==> config.mk <==
export PLATFORM = sky130hd
export DESIGN_NAME = maj_ripple_adder
export DESIGN_NICKNAME = d
export VERILOG_FILES = /design/src/rtl/mga_pkg.sv /design/src/rtl/mga_maj3.sv /design/src/rtl/mga_inv.sv /design/src/rtl/mga_bit_slice.sv /design/src/rtl/mga_ripple_core.sv /design/src/rtl/maj_ripple_adder.sv
export SDC_FILE = /design/constraint.sdc
export NUM_CORES = 1
export LEC_CHECK = 0
export BUFFER_PORTS_ARGS = -buffer_cell sky130_fd_sc_hd__buf_2
export CORE_MARGIN = 2
export CORE_UTILIZATION = 40
export DETAILED_ROUTE_END_ITERATION = 6
export GPL_TIMING_DRIVEN = 0
export PLACE_DENSITY = 0.79
export SLEW_MARGIN = 20
export SYNTH_ARGS = -nofsm -noshare
export SYNTH_HDL_FRONTEND = slang
export SYNTH_SLANG_ARGS = --single-unit
export TNS_END_PERCENT = 100
==> constraint.sdc <==
create_clock -name clk -period 3.9 [get_ports clk]
set_clock_uncertainty 0.05 [all_clocks]
set_input_delay 0.195 -clock clk [delete_from_list [all_inputs] [get_ports clk]]
set_output_delay 0.195 -clock clk [all_outputs]
set_load 0.02 [all_outputs]
==> src/rtl/mga_pkg.sv <==
package mga_pkg;

    // Selects the sum network placed in every bit slice
    typedef enum logic {
        SUM_COMPACT = 1'b0,   // two majority gates per sum bit
        SUM_CASCADE = 1'b1    // three majority gates per sum bit
    } sum_style_e;

endpackage

==> src/rtl/mga_maj3.sv <==
// Three-input majority primitive: true when at least two inputs are true
module mga_maj3 (
    input  logic x,
    input  logic y,
    input  logic z,
    output logic m
);
    assign m = (x & y) | (y & z) | (z & x);
endmodule

==> src/rtl/mga_inv.sv <==
// Inverter primitive
module mga_inv (
    input  logic x,
    output logic y
);
    assign y = ~x;
endmodule

==> src/rtl/mga_bit_slice.sv <==
// One adder position: a carry gate plus a selectable majority sum network.
// ncin is the inverted carry into this slice; dout is the inverted carry
// out of this slice, produced outside and fed back into the sum network.
module mga_bit_slice
    import mga_pkg::*;
#(
    parameter sum_style_e SUM_STYLE = SUM_COMPACT
) (
    input  logic a,
    input  logic b,
    input  logic cin,
    input  logic ncin,
    input  logic dout,
    output logic s,
    output logic cout
);
    // carry: single majority gate
    mga_maj3 u_carry (.x(a), .y(b), .z(cin), .m(cout));

    generate
        if (SUM_STYLE == SUM_COMPACT) begin : g_compact
            logic part;
            mga_maj3 u_part (.x(a),    .y(b),    .z(ncin), .m(part));
            mga_maj3 u_sum  (.x(part), .y(dout), .z(cin),  .m(s));
        end else begin : g_cascade
            logic part;
            logic mid;
            mga_maj3 u_part (.x(a),    .y(b),    .z(ncin), .m(part));
            // carry and its inverse cancel, passing part along one more stage
            mga_maj3 u_mid  (.x(part), .y(cout), .z(dout), .m(mid));
            mga_maj3 u_sum  (.x(mid),  .y(dout), .z(cin),  .m(s));
        end
    endgenerate
endmodule

==> src/rtl/mga_ripple_core.sv <==
// WIDTH slices chained by their carries; inverted carries are shared
// between the slice that produces a carry and the slice that consumes it.
module mga_ripple_core
    import mga_pkg::*;
#(
    parameter int         WIDTH     = 8,
    parameter sum_style_e SUM_STYLE = SUM_COMPACT
) (
    input  logic [WIDTH-1:0] a,
    input  logic [WIDTH-1:0] b,
    input  logic             cin,
    output logic [WIDTH-1:0] sum,
    output logic             cout
);
    localparam int NCARRY = WIDTH + 1;

    logic [NCARRY-1:0] carry;
    logic [NCARRY-1:0] ncarry;

    assign carry[0] = cin;
    mga_inv u_inv_cin (.x(carry[0]), .y(ncarry[0]));

    generate
        for (genvar i = 0; i < WIDTH; i++) begin : g_bit
            mga_bit_slice #(.SUM_STYLE(SUM_STYLE)) u_slice (
                .a    (a[i]),
                .b    (b[i]),
                .cin  (carry[i]),
                .ncin (ncarry[i]),
                .dout (ncarry[i+1]),
                .s    (sum[i]),
                .cout (carry[i+1])
            );
            mga_inv u_inv_carry (.x(carry[i+1]), .y(ncarry[i+1]));
        end

        if (SUM_STYLE == SUM_COMPACT) begin : g_cout_direct
            assign cout = carry[WIDTH];
        end else begin : g_cout_regen
            // restore the carry from its inverse and vote it with both polarities
            logic restored;
            mga_inv  u_inv_restore (.x(ncarry[WIDTH]), .y(restored));
            mga_maj3 u_regen (.x(carry[WIDTH]), .y(restored), .z(ncarry[WIDTH]), .m(cout));
        end
    endgenerate
endmodule

==> src/rtl/maj_ripple_adder.sv <==
module maj_ripple_adder
    import mga_pkg::*;
#(
    parameter int         WIDTH     = 8,
    parameter sum_style_e SUM_STYLE = SUM_COMPACT
) (
    input  logic             clk,
    input  logic             rst_n,
    input  logic [WIDTH-1:0] a_i,
    input  logic [WIDTH-1:0] b_i,
    input  logic             cin_i,
    output logic [WIDTH-1:0] sum_o,
    output logic             cout_o
);
    typedef struct packed {
        logic [WIDTH-1:0] sum;
        logic             cout;
    } result_t;

    logic [WIDTH-1:0] sum_w;
    logic             cout_w;
    result_t          res_d;
    result_t          res_q;

    mga_ripple_core #(.WIDTH(WIDTH), .SUM_STYLE(SUM_STYLE)) u_core (
        .a    (a_i),
        .b    (b_i),
        .cin  (cin_i),
        .sum  (sum_w),
        .cout (cout_w)
    );

    always_comb begin
        res_d.sum  = sum_w;
        res_d.cout = cout_w;
        if (!rst_n) begin
            res_d = '0;
        end
    end

    always_ff @(posedge clk) begin
        res_q <= res_d;
    end

    assign sum_o  = res_q.sum;
    assign cout_o = res_q.cout;
endmodule

== After elaboration in Yosys (flattened, before gate mapping) ==
Index checks and enable logic that the tools add are counted.
Widths: inputs -> output; s select.

* Latch bits: 0
* Bits in read-only memories: 0
* Register bits: 9
* Memories kept: 0
* Bits in writable memories: 0
* Word-level logic and storage cells: 123
* Input port bits: 19

* Shift operators: 0
* Reductions and logical operators: 0
* Add/subtract/negate cells: 0
* Multipliers: 0
* Muxes and demuxes: 0
* Bitwise logic cells: 121
* Divide/modulo/power cells: 0
* $lt $le $gt $ge: 0
* Equal/unequal tests: 0

{| class="wikitable"
|+ Operator list
! cell !! count
|-
| $and 1x1->1 || 64
|-
| $or 1x1->1 || 48
|-
| $not 1->1 || 9
|}

== Logic depth before layout (Yosys ltp) ==
* Word-level depth: 28
* Gate-level depth with buffers: 9

== By module ==
Synthesis repeated with hierarchy kept, for this count alone.

* Cell total of the unflattened synthesis: 51
* Area total of the unflattened synthesis: 540.5 µm²

{| class="wikitable"
|+ Modules (own cells, without submodules)
! module !! cells each !! times used !! sequential area each (µm²) !! area each (µm²)
|-
| mga_maj3 || 1 || 24 || 0.0 || 11.3
|-
| maj_ripple_adder || 18 || 1 || 180.2 || 236.5
|-
| mga_inv || 1 || 9 || 0.0 || 3.8
|}

== Worst setup path before layout ==
OpenSTA, ideal clock, no wires.

* Path type: in2reg
* Start point: input a_i[0]
* End point: register res_q (netlist bit sum_o[7])
* Data required time: 3735 ps
* Stages: 9
* Buffers on the path: 0
* Slack: -31 ps
* Arrival time: 3766 ps
* Setup time: 115 ps
* Cell sequence: fa_1 fa_1 fa_1 fa_1 fa_1 fa_1 fa_1 fa_1 and2_1

* Word-level cells in the longest chain between the ends: 28

{| class="wikitable"
|+ RTL lines
! element !! line !! source
|-
| from (decl) || maj_ripple_adder.sv:9 || <nowiki>input logic [WIDTH-1:0] a_i,</nowiki>
|-
| $and 1x1->1 || mga_maj3.sv:8 || <nowiki>assign m = (x & y) | (y & z) | (z & x);</nowiki>
|-
| $or 1x1->1 || mga_maj3.sv:8 ||
|-
| $or 1x1->1 (*) || mga_maj3.sv:8 ||
|-
| $and 1x1->1 || mga_maj3.sv:8 ||
|-
| $or 1x1->1 || mga_maj3.sv:8 ||
|-
| $or 1x1->1 (*) || mga_maj3.sv:8 ||
|-
| $and 1x1->1 || mga_maj3.sv:8 ||
|-
| $or 1x1->1 || mga_maj3.sv:8 ||
|-
| (+13 left out) || -- ||
|-
| $not 1->1 / $and 1x1->1 (equally long branches) || mga_inv.sv:6, mga_maj3.sv:8 ||
|-
| $and 1x1->1 / $or 1x1->1 (equally long branches) || mga_maj3.sv:8 ||
|-
| $or 1x1->1 || mga_maj3.sv:8 ||
|-
| $or 1x1->1 / $not 1->1 (equally long branches) || mga_maj3.sv:8, mga_inv.sv:6 ||
|-
| $and 1x1->1 || mga_maj3.sv:8 ||
|-
| $or 1x1->1 || mga_maj3.sv:8 ||
|-
| $or 1x1->1 (*) || mga_maj3.sv:8 ||
|-
| named net u_core.g_bit[7].u_slice.g_compact.u_sum.m || mga_maj3.sv:6 || <nowiki>output logic m</nowiki>
|-
| to (signal assigned) || maj_ripple_adder.sv:42 || <nowiki>res_q <= res_d;</nowiki>
|-
| to (decl) || maj_ripple_adder.sv:23 || <nowiki>result_t res_q;</nowiki>
|}

The timed path passes the listed nets; every way through them passes the cells marked *.
A chain may end at the register's enable or synchronous reset.

== Final worst setup path ==
Ends and elaborated chain as after synthesis.

==> results.md <==
- Run status: finished, final reports clean
- Power density over the cells: 309.8 mW/mm²
- Setup bufs post-CTS: 0
- Synth area leaders: fa_1 52%, dfxtp_1 29%, inv_1 9.7%, and2_1 9.1%
- Period utilization: 0.9654
- WHS Endpoint: sum_o[7]$_SDFF_PN0_
- DRC Markers: 0
- RSZ-0062 raised after global routing: false
- Top Usage Layer GRT: met2
- Relative slew slack: 0.9153
- Synth-to-Final Area Change: 30.22%
- Yosys top cell area share: 0.5193
- Tightest Pin Transition: 126.6 ps
- Inserted Diodes: 0
- Critical path, cell by cell: buf_2 > fa_1 > fa_1 > fa_1 > fa_1 > fa_1 > fa_2 > fa_2 > fa_1 > and2_1
- Arrival time worst endpoint: 3870 ps
- Most used cell, CP: fa_1
- Final min period: 3765 ps
- CTS tree: yes
- Clk sinks: 9
- Synth Flop Type: dfxtp_1
- Critical Path Sink Type: flip-flop
- FP Rows: 14
- Dpl hpwl: 729.2 µm
- Async SR Flop Fraction: 0
- Final wirelength: 886 µm
- Synth cell types: 4
- Placed cells: 93
- Max-Cap Viols: 0
- Fmax: 0.2656 GHz
- Via count: 394
- CP max stage cell: fa_1
- Core ar.: 0.001471 mm²
- #FFs+latches synth: 9
- Gr ovfl total: 0
- EDFF count, synth: 0
- Total CTS buffers: 3
- Utilization after layout: 0.5459
- Worst-path clk slew: 60 ps
- Final hold viol count: 0
- GPL Wtd Cong: 0.6466
- Mapped Area: 616.8 µm²
- Hold path start: rst_n
- I/O pin count: 28
- Yosys warns: 0
- Iteration-0 DRC Markers: 1
- Hold crit path type: input port to flip-flop
- Top delay family on crit path: adder cells
- Routed len/inst: 9.134 µm
- CP Data Required Time: 4010 ps
- CTS Root Cell: clkbuf_4
- Setup violators final: 0
- Sequential share of the synthesized area: 0.2921
- CTS H-tree lvls: 1
- Final ANT Viol Nets: 0
- Lkg Pwr: 0.4281 nW
- Largest area contributor in the netlist: fa_1
- Largest net degree at the start of global routing: 10
- Met1 Resource Use GR: 0.1489
- DIE AREA: 0.001872 mm²
- Tot GR Track Use: 0.1195
- Post_cts resized: 0
- Synth top cells by count: 16 x fa_1, 16 x inv_1, 9 x and2_1, 9 x dfxtp_1
- Crit-path max FO: 2
- Cells after Synth: 50
- CP Class: input port to flip-flop
- Post-cts hold buffer count: 0
- Pwr Total: 0.0002489 W
- Clk buf depth: 2
- Worst Path Buf+Inv: 1
- Detailed Routing Iterations Pass 1: 2
- Vias in the first global route: 429
- CP max stage delay: 460 ps
- Worst hold path stage count: 2
- Met3 Use GR: 0.01702
- Net Count, Synth: 85
- Pins Over Slew Limit: 0
- Layout cells sized above 1: 0.3951
- Worst vdd ir: 141.7 µV
- Met2 Use GR: 0.1940
- First-pass GRT wire length: 1.635 mm
- DIE HEIGHT: 43.27 µm
- Critical Path Start Type: input port
- Die Width: 43.27 µm
- Fin cells: 97
- Final-stage net count: 117
- Effective utilization at floorplan: 0.4192
- Via density: 4.062
- Port Buffers: 27
- Initial antenna violation count: 0
- Mean Syn Cell Area: 12.34 µm²
[worst max path at each step]
stage | from | end | slack (ps) | cells past startpoint
floorplan | a_i[0] | sum_o[7]$_SDFF_PN0_ | 20 | 9
global placement | a_i[0] | sum_o[7]$_SDFF_PN0_ | -170 | 10
detailed placement | a_i[0] | sum_o[7]$_SDFF_PN0_ | -200 | 10
CTS | a_i[0] | sum_o[7]$_SDFF_PN0_ | 60 | 10
global route | a_i[0] | sum_o[7]$_SDFF_PN0_ | 50 | 10
finish | a_i[0] | sum_o[7]$_SDFF_PN0_ | 140 | 10
[routing by layer]
layer,vias up,share of wire
li1,181,-
met1,194,0.37
met2,19,0.55
met3,0,0.080
met4,0,0
met5,-,0
[stage by stage]
step                      setup WS [ps]  instance area [µm²]  TNS [ps]  hold WS (ps)
final                             135.1                803.3         0         192.1
after global routing              51.49                803.3         0         218.2
after CTS                         57.21                800.8         0         194.0
after detailed placement         -200.2                774.5    -346.4         461.3
after global placement           -173.9                774.5    -280.5         457.7
after floorplan                   23.91                619.3         0         266.7
[flip-flops by register name (all words and copies together) (netlist names)]
name    flops
cout_o      1
sum_o       8
[cell families after synthesis]
| group | count (synthesis) | share of synthesized area |
|---|---|---|
| fa+ha+maj | 16 | 0.5193 |
| simple gates | 9 | 0.09127 |
| flops | 9 | 0.2921 |
| buf+inv | 16 | 0.09737 |
[cell type report]
type / count / area (µm²)
Fill cell: 143 / 668.1
Inverter: 16 / 60.06
Tap cell: 16 / 20.02
Multi-Input combinational cell: 25 / 381.6
Sequential cell: 9 / 180.2
Clock buffer: 4 / 26.28
Timing Repair Buffer: 27 / 135.1
[cell usage in the layout (no fill, tap or decap)]
cell type / instances
inv_1: 16
fa_1: 14
clkbuf_4: 3
fa_2: 2
buf_2: 27
clkbuf_1: 1
and2_1: 9
dfxtp_1: 9
[power by group]
group	switching (W)	internal [W]	leakage (nW)	total (W)
clock	0.0000312	0.0000393	0.0150	0.0000705
combinational	0.0000426	0.0000300	0.338	0.0000726
sequential	0.00000259	0.000103	0.0750	0.000106
total	0.0000763	0.000173	0.428	0.000249
Power figures use the tool's default switching activity.
